**src/rtl/nrb_pkg.sv**
```systemverilog
package nrb_pkg;
  localparam int WORD_W = 32;

  typedef enum logic [1:0] {
    REG_TMO  = 2'd0,
    REG_CTRL = 2'd1,
    REG_STAT = 2'd2,
    REG_NONE = 2'd3
  } reg_sel_e;

  localparam int CTRL_ERR_BIT = 0;
  localparam int CTRL_IE_BIT  = 1;
endpackage

```
**src/rtl/nrb_sync.sv**
```systemverilog
module nrb_sync #(
  parameter int STAGES = 2
) (
  input  logic clk,
  input  logic rst,
  input  logic rb_n,
  output logic busy,
  output logic busy_entry
);
  logic [STAGES-1:0] chain;
  logic              last_q;

  genvar g;
  generate
    for (g = 0; g < STAGES; g++) begin : g_stage
      if (g == 0) begin : g_first
        always_ff @(posedge clk) begin
          if (rst) chain[0] <= 1'b1;
          else     chain[0] <= rb_n;
        end
      end else begin : g_next
        always_ff @(posedge clk) begin
          if (rst) chain[g] <= 1'b1;
          else     chain[g] <= chain[g-1];
        end
      end
    end
  endgenerate

  always_ff @(posedge clk) begin
    if (rst) last_q <= 1'b1;
    else     last_q <= chain[STAGES-1];
  end

  assign busy       = ~chain[STAGES-1];
  assign busy_entry = last_q & ~chain[STAGES-1];

  a_r2_entry_single: assert property (@(posedge clk) disable iff (rst)
    busy_entry |=> !busy_entry);
endmodule

```
**src/rtl/nrb_countdown.sv**
```systemverilog
module nrb_countdown #(
  parameter int CNT_W = 20
) (
  input  logic             clk,
  input  logic             rst,
  input  logic             busy,
  input  logic             load,
  input  logic [CNT_W-1:0] reload_val,
  output logic [CNT_W-1:0] count,
  output logic             expire
);
  localparam logic [CNT_W-1:0] ONE  = CNT_W'(1);
  localparam logic [CNT_W-1:0] ZERO = '0;

  logic [CNT_W-1:0] cnt_q;

  assign expire = busy & ~load & (cnt_q == ONE);

  always_ff @(posedge clk) begin
    if (rst)                        cnt_q <= ZERO;
    else if (load)                  cnt_q <= reload_val;
    else if (busy && cnt_q != ZERO) cnt_q <= cnt_q - ONE;
  end

  assign count = cnt_q;

  a_r2_reload: assert property (@(posedge clk) disable iff (rst)
    load |=> cnt_q == $past(reload_val));
  a_r5_hold_ready: assert property (@(posedge clk) disable iff (rst)
    (!busy && !load) |=> $stable(cnt_q));
  a_r6_no_wrap: assert property (@(posedge clk) disable iff (rst)
    (busy && !load && cnt_q == ZERO) |=> cnt_q == ZERO);
  a_r3_expire_hits_zero: assert property (@(posedge clk) disable iff (rst)
    expire |=> cnt_q == ZERO);
endmodule

```
**src/rtl/nrb_regs.sv**
```systemverilog
module nrb_regs
  import nrb_pkg::*;
#(
  parameter int CNT_W  = 20,
  parameter int STS_W  = 8,
  parameter int ADDR_W = 2
) (
  input  logic              clk,
  input  logic              rst,
  input  logic [ADDR_W-1:0] bus_addr,
  input  logic              bus_wr,
  input  logic [WORD_W-1:0] bus_wdata,
  output logic [WORD_W-1:0] bus_rdata,
  input  logic              sts_valid,
  input  logic [STS_W-1:0]  sts_byte,
  input  logic [CNT_W-1:0]  count,
  input  logic              expire,
  output logic [CNT_W-1:0]  tmo_cfg,
  output logic              irq
);
  localparam int PAD_W = WORD_W - STS_W - CNT_W;

  logic [CNT_W-1:0] tmo_q;
  logic [STS_W-1:0] sts_q;
  logic             err_q, ie_q, irq_q;
  logic             err_d, ie_d, clr_req;
  logic             wr_tmo, wr_ctrl;
  logic [WORD_W-1:0] rd_mux;

  assign wr_tmo  = bus_wr && (bus_addr == ADDR_W'(REG_TMO));
  assign wr_ctrl = bus_wr && (bus_addr == ADDR_W'(REG_CTRL));
  assign clr_req = wr_ctrl & bus_wdata[CTRL_ERR_BIT];
  assign err_d   = expire | (err_q & ~clr_req);
  assign ie_d    = wr_ctrl ? bus_wdata[CTRL_IE_BIT] : ie_q;

  always_ff @(posedge clk) begin
    if (rst) begin
      tmo_q <= '0;
      sts_q <= '0;
      err_q <= 1'b0;
      ie_q  <= 1'b0;
      irq_q <= 1'b0;
    end else begin
      if (wr_tmo)    tmo_q <= bus_wdata[CNT_W-1:0];
      if (sts_valid) sts_q <= sts_byte;
      err_q <= err_d;
      ie_q  <= ie_d;
      irq_q <= err_d & ie_d;
    end
  end

  always_comb begin
    rd_mux = '0;
    case (bus_addr)
      ADDR_W'(REG_TMO):  rd_mux[CNT_W-1:0] = tmo_q;
      ADDR_W'(REG_CTRL): begin
        rd_mux[CTRL_ERR_BIT] = err_q;
        rd_mux[CTRL_IE_BIT]  = ie_q;
      end
      ADDR_W'(REG_STAT): rd_mux = {sts_q, {PAD_W{1'b0}}, count};
      default:           rd_mux = '0;
    endcase
  end

  always_ff @(posedge clk) begin
    if (rst) bus_rdata <= '0;
    else     bus_rdata <= rd_mux;
  end

  assign tmo_cfg = tmo_q;
  assign irq     = irq_q;

  a_r7_sticky: assert property (@(posedge clk) disable iff (rst)
    (err_q && !clr_req) |=> err_q);
  a_r7_set_wins: assert property (@(posedge clk) disable iff (rst)
    expire |=> err_q);
  a_r8_irq_needs_enable: assert property (@(posedge clk) disable iff (rst)
    irq_q |-> (ie_q && err_q));
  a_r10_sts_hold: assert property (@(posedge clk) disable iff (rst)
    !sts_valid |=> $stable(sts_q));
endmodule

```
**src/rtl/nand_rb_timeout_mon.sv**
```systemverilog
module nand_rb_timeout_mon
  import nrb_pkg::*;
#(
  parameter int CNT_W       = 20,
  parameter int STS_W       = 8,
  parameter int ADDR_W      = 2,
  parameter int SYNC_STAGES = 2
) (
  input  logic              clk,
  input  logic              rst,
  input  logic              rb_n,
  input  logic              sts_valid,
  input  logic [STS_W-1:0]  sts_byte,
  input  logic [ADDR_W-1:0] bus_addr,
  input  logic              bus_wr,
  input  logic [31:0]       bus_wdata,
  output logic [31:0]       bus_rdata,
  output logic              irq
);
  logic             busy, busy_entry, expire;
  logic [CNT_W-1:0] count, tmo_cfg;

  nrb_sync #(.STAGES(SYNC_STAGES)) u_sync (
    .clk(clk), .rst(rst), .rb_n(rb_n),
    .busy(busy), .busy_entry(busy_entry)
  );

  nrb_countdown #(.CNT_W(CNT_W)) u_cnt (
    .clk(clk), .rst(rst), .busy(busy), .load(busy_entry),
    .reload_val(tmo_cfg), .count(count), .expire(expire)
  );

  nrb_regs #(.CNT_W(CNT_W), .STS_W(STS_W), .ADDR_W(ADDR_W)) u_regs (
    .clk(clk), .rst(rst), .bus_addr(bus_addr), .bus_wr(bus_wr),
    .bus_wdata(bus_wdata), .bus_rdata(bus_rdata), .sts_valid(sts_valid),
    .sts_byte(sts_byte), .count(count), .expire(expire),
    .tmo_cfg(tmo_cfg), .irq(irq)
  );

  a_r4_zero_never_expires: assert property (@(posedge clk) disable iff (rst)
    (busy_entry && tmo_cfg == '0) |=> (count == '0 && !expire));
endmodule

```
**config.mk**
```make
export PLATFORM = sky130hd
export DESIGN_NAME = nand_rb_timeout_mon
export DESIGN_NICKNAME = d
export VERILOG_FILES = /design/src/rtl/nrb_pkg.sv /design/src/rtl/nrb_sync.sv /design/src/rtl/nrb_countdown.sv /design/src/rtl/nrb_regs.sv /design/src/rtl/nand_rb_timeout_mon.sv
export SDC_FILE = /design/constraint.sdc
export NUM_CORES = 1
export LEC_CHECK = 0
export ABC_AREA = 1
export BUFFER_PORTS_ARGS = -buffer_cell sky130_fd_sc_hd__buf_4
export CAP_MARGIN = 25
export CORE_MARGIN = 10
export CORE_UTILIZATION = 54
export CTS_CLUSTER_SIZE = 14
export DETAILED_ROUTE_END_ITERATION = 8
export PLACE_DENSITY_LB_ADDON = 0.25
export SLEW_MARGIN = 15
export SYNTH_ARGS = -nofsm -noshare
export SYNTH_HDL_FRONTEND = slang
export SYNTH_SLANG_ARGS = --single-unit
```
**constraint.sdc**
```tcl
create_clock -name clk -period 1.9 [get_ports clk]
set_clock_uncertainty 0.2 [all_clocks]
set_input_delay 0.095 -clock clk [delete_from_list [all_inputs] [get_ports clk]]
set_output_delay 0.095 -clock clk [all_outputs]
set_load 0.05 [all_outputs]
```
After elaboration in Yosys (flattened, before gate mapping). Index checks and enable logic that the tools add are counted.

Multiplexer cells: 5. Reduce and logical (&&, ||, !) cells: 7. $add $sub $neg: 1. Bitwise gates (word level): 11. Equal/unequal tests: 3.

Operator list (number): 20-bit two-way mux (2); 18-bit case mux with 2 select lines (1); 20-bit by 1-bit == test with 1-bit output (second input constant) (1); 20-bit nonzero test (1); 20-bit by 1-bit subtractor with 20-bit output (second input constant) (1); 1-bit bitwise AND (6); 2-bit case mux with 3 select lines (1); 1-bit inverter (4); 1-bit logical AND (3); 2-bit by 1-bit == test with 1-bit output (second input constant) (1); 2-bit == test (second input constant) (1); 2-bit zero test (1); 2-bit nonzero test (1); 2-bit OR reduction (1); 1-bit two-way mux (1); 1-bit bitwise OR (1).

Logic and storage cells: 38. Register bits after elaboration: 86. Bits of input ports: 47.

Logic depth before layout (Yosys ltp).
Depth in word-level cells: 7. Gate-level depth with buffers: 10. Mapped depth without buffers: 10.

Modules after synthesis. Synthesis repeated with hierarchy kept, for this count alone.

Cell total of the unflattened synthesis: 527. Area, all modules: 3699.8 µm².

Modules (own cells, without submodules): nrb_regs (instances 1, area an instance 2039.5 µm², sequential area each 1181.1 µm², cells each 255); nrb_countdown (instances 1, area an instance 1564.0 µm², sequential area each 400.4 µm², cells each 260); nrb_sync (instances 1, area an instance 96.3 µm², sequential area each 60.1 µm², cells each 12).

Least setup slack after synthesis. Ideal clock, no wire load.

Path type: reg-to-reg. Start point: register u_cnt.cnt_q[0], in the netlist u_cnt.count[0]. End point: register u_cnt.cnt_q[14], in the netlist u_cnt.count[14]. Slack: 0.295 ns. Stages on the path, launching flop included: 11. Arrival time: 1.290 ns. Clock period less this slack: 1.605 ns. Setup time: 0.116 ns. Data required time: 1.584 ns. Path through: dfxtp_1 inv_1 ha_1 nand2_1 nor2_1 buf_4 nand2_1 o22ai_1 nand2_1 nand2_1 a21oi_1.

Longest elaborated chain between the ends: 3. Elaborated cells on any way between the ends: 6. Those cells by class: add/sub: 1; mux: 2; reduce/logical: 3.

Ends and longest elaborated chain: from (decl) (RTL line nrb_countdown.sv:15) `logic [CNT_W-1:0] cnt_q;`; from (signal assigned) (RTL line nrb_countdown.sv:21) `else if (load) cnt_q <= reload_val;`; from (signal assigned) (RTL line nrb_countdown.sv:22) `else if (busy && cnt_q != ZERO) cnt_q <= cnt_q - ONE;`; 20-bit by 1-bit subtractor with 20-bit output or 20-bit nonzero test (tied branches) (RTL line nrb_countdown.sv:22); 20-bit two-way mux or 1-bit logical AND (tied branches) (RTL line nrb_countdown.sv:22); 20-bit two-way mux or 2-bit nonzero test (tied branches).

Parallel ways exist; a longest one is shown, timed or not. The select of a mux whose other input is x is not followed. A chain may end at the register's enable or synchronous reset.

Worst setup path in the final report.
Start point: register u_cnt.cnt_q[1], in the netlist u_cnt.count[1]. End point: register u_cnt.cnt_q[16], in the netlist u_cnt.count[16].

Same word-level chain as after synthesis.

==> flow_summary.json <==
{
  "synth.avg_cell_area_um2": 7.14,
  "dp_hpwl_um": 6740,
  "grt_pass1_vias": 3698,
  "rsz0062_at_grt": "no",
  "final_cells": 690,
  "r2r-end": "u_cnt.count[16]$_SDFFE_PP0P_",
  "slew_headroom_pct": 48.0,
  "yosys.area.top_type": "dfxtp_1",
  "setup_viol": 0,
  "areaGrowthSynthToFinish_pct": 34.2,
  "grt_max_degree": 39,
  "die_h_um": 101,
  "r2r_start": "u_cnt.count[1]$_SDFFE_PP0P_",
  "report.final.slew_viol_count": 0,
  "cts_sinks": 82,
  "p_sw_share_pct": 30.3,
  "comb_power_share_pct": 18.5,
  "gr-total-overflow": 0,
  "rr_worst_depth": 10,
  "n_antenna_cell": 0,
  "layout_common_cells": "nand2_1, dfxtp_1, buf_4",
  "first_pass_iters": 5,
  "postRouteAntennaNets": 0,
  "max_freq_ghz": 0.578,
  "nNetsFinal": 658,
  "cts_root_buf": "clkbuf_8",
  "syn_area_mm2": 0.00357,
  "hold_depth": 5,
  "yosys_warnings": 0,
  "dpl.cell_count": 628,
  "synthTopCellsByArea": "dfxtp_1, nand2_1, nor2_1",
  "dr_wl_met3_um": 687,
  "drv_cap": 0,
  "clk_pin_slew_ps": 90,
  "vias": 3726,
  "rows": 29,
  "dr_wl_met2_um": 5520,
  "htree_levels": 3,
  "cp_max_fo": 11,
  "highest_layer": "met4",
  "syn_inst": 500,
  "p_int_w": 0.00273,
  "reg2reg_setup_slack_ps": 170,
  "port_buffers": 63,
  "insertion_delay_ps": 370,
  "yosysTopAreaCellShare_pct": 46.0,
  "fin_setup_tns_ps": 0,
  "wirelength_um": 10700,
  "detail_route.iter0.violations": 233,
  "min_from": "rst",
  "cts_buffer_depth": 2,
  "ys_seq_area_share_pct": 46.0,
  "worst_slew_pin_slew_ps": 777,
  "drc": 0,
  "coreArea_mm2": 0.00639,
  "p_switching_w": 0.00119,
  "p_per_area_mw_per_mm2": 816,
  "vdd_drop_max_mv": 0.666,
  "layout-drive-gt1-share_pct": 18.8,
  "die_w_um": 101,
  "antenna_found_initial": 0,
  "wl_met1_um": 4140,
  "final_common_cell": "nand2_1",
  "worstHoldPathType": "in2reg",
  "routedWlPerCell_um": 15.5,
  "n_fill_cell": 487,
  "worstPathRequired_ps": 1920,
  "pin_count": 80,
  "post-place-ws_ps": 92.2,
  "hold_ws_ps": 96.4,
  "arrival_ps": 1750,
  "end_kind": "flop",
  "synth_cell_types": 30,
  "pwr-share-clk_pct": 34.8,
  "cts_tree": "yes",
  "fin_crit_ps": 1730,
  "p_seq_share_pct": 46.8,
  "worstSetupPathType": "reg2reg",
  "start_kind": "flop",
  "status": "complete, no violations",
  "die_area_mm2": 0.0103,
  "grt_first_pass_wirelength_um": 17200,
  "cellLeakagePower_nw": 2.14,
  "finalWorstSetupSlack_ps": 171,
  "period_share_pct": 91.0,
  "ys_ff_latch": 82,
  "hold_viol": 0,
  "grt_usage_pct": 20.6,
  "vias_per_cell": 5.40,
  "numCtsBuffers": 9,
  "min_to": "u_regs.bus_rdata[1]$_SDFF_PP0_",
  "place_congestion": 0.932,
  "start_util_pct": 55.9
}
-- critical path: stages, from the launching register on --
cell and delay [ps]:
dfxtp_1 340, inv_1 120, ha_1 200, nand2_1 100, nor2_1 120, buf_4 180
nand2_1 70, nand2_1 60, nand3_1 80, nand2_1 80, a21oi_1 50
-- metrics by stage --
| step | power [W] | utilization (%) | instance area [µm²] |
|---|---|---|---|
| 2_1_floorplan | 0.00230 | - | 3580 |
| 3_3_place_gp | 0.00247 | 64.2 | 4100 |
| 3_5_place_dp | 0.00248 | 64.2 | 4100 |
| 4_1_cts | 0.00391 | 74.5 | 4750 |
| 5_1_grt | 0.00408 | 75.1 | 4790 |
| 6_report | 0.00391 | 75.1 | 4790 |
-- flip-flops by register name, summed over array words and instances, names as in the netlist --
signal            cells
u_regs.ie_q           1
u_regs.sts_q          8
u_cnt.count          20
u_regs.tmo_cfg       20
u_regs.irq            1
u_sync.chain          2
u_regs.bus_rdata     28
u_sync.last_q         1
u_regs.err_q          1
-- power by group through the flow --
| stage | clock network [W] | registers [W] | logic (W) |
|---|---|---|---|
| 6_report | 0.00136 | 0.00183 | 0.000723 |
| 5_1_grt | 0.00145 | 0.00184 | 0.000792 |
| 4_1_cts | 0.00139 | 0.00183 | 0.000696 |
| 3_5_place_dp | 0 | 0.00187 | 0.000614 |
| 3_3_place_gp | 0 | 0.00187 | 0.000601 |
| 2_1_floorplan | 0 | 0.00189 | 0.000405 |
-- routing by layer --
metal / track usage, % / vias to the layer above
met3: 3.81 / 30
met1: 22.4 / 1734
li1: - / 1817
met2: 37.7 / 145
met5: 0 / -
met4: 9.43 / 0
-- timing repair --
action                     in CTS  in global routing
hold endpoints to repair       49                  0
hold buffers                   44                  0
setup endpoints to repair       0                 20
resized for setup               0                  9
buffers inserted                0                  3
-- layout make-up --
type | count | area (µm²) | share of cell area [%]
Multi-Input combinational cell | 341 | 1610 | 33.5
Clock buffer | 9 | 124 | 2.58
Tap cell | 77 | 96.3 | 2.01
Clock inverter | 7 | 92.6 | 1.93
Inverter | 51 | 199 | 4.15
Timing Repair Buffer | 123 | 1030 | 21.5
Sequential cell | 82 | 1640 | 34.3
-- worst max-delay path by stage --
stage / start / endpoint / slack [ps] / cells past startpoint
2_1_floorplan: u_cnt.count[0]$_SDFFE_PP0P_ / u_cnt.count[14]$_SDFFE_PP0P_ / 290 / 10
3_3_place_gp: u_cnt.count[0]$_SDFFE_PP0P_ / u_cnt.count[9]$_SDFFE_PP0P_ / 150 / 9
3_5_place_dp: u_cnt.count[0]$_SDFFE_PP0P_ / u_cnt.count[10]$_SDFFE_PP0P_ / 90 / 9
4_1_cts: bus_addr[1] / u_regs.irq$_SDFF_PP0_ / 20 / 7
5_1_grt: u_cnt.count[1]$_SDFFE_PP0P_ / u_cnt.count[16]$_SDFFE_PP0P_ / 40 / 10
6_report: u_cnt.count[1]$_SDFFE_PP0P_ / u_cnt.count[16]$_SDFFE_PP0P_ / 170 / 10
-- synth_stat cells, drive strengths merged --
library cell / count
o22ai: 3
ha: 3
xor2: 1
nand4: 6
nand3b: 1
dfxtp: 82
a21boi: 1
o21ai: 59
clkbuf: 11
a21oi: 42
a211oi: 1
nand3: 43
nand2: 89
nor3: 1
or2: 3
buf: 18
o31ai: 1
nor2: 83
conb: 1
inv: 51
-- cell families after synthesis --
group	Yosys count	synth area share (%)
AOI/OAI and AO/OA	107	15.3
xor gates and xnor gates	1	0.245
adders and majority gates	3	1.05
buffers and inverters	80	9.88
DFF	82	46.0
other	1	0.105
and+or+nand+nor	226	27.4
No activity file was read; power rests on OpenSTA's default activity.
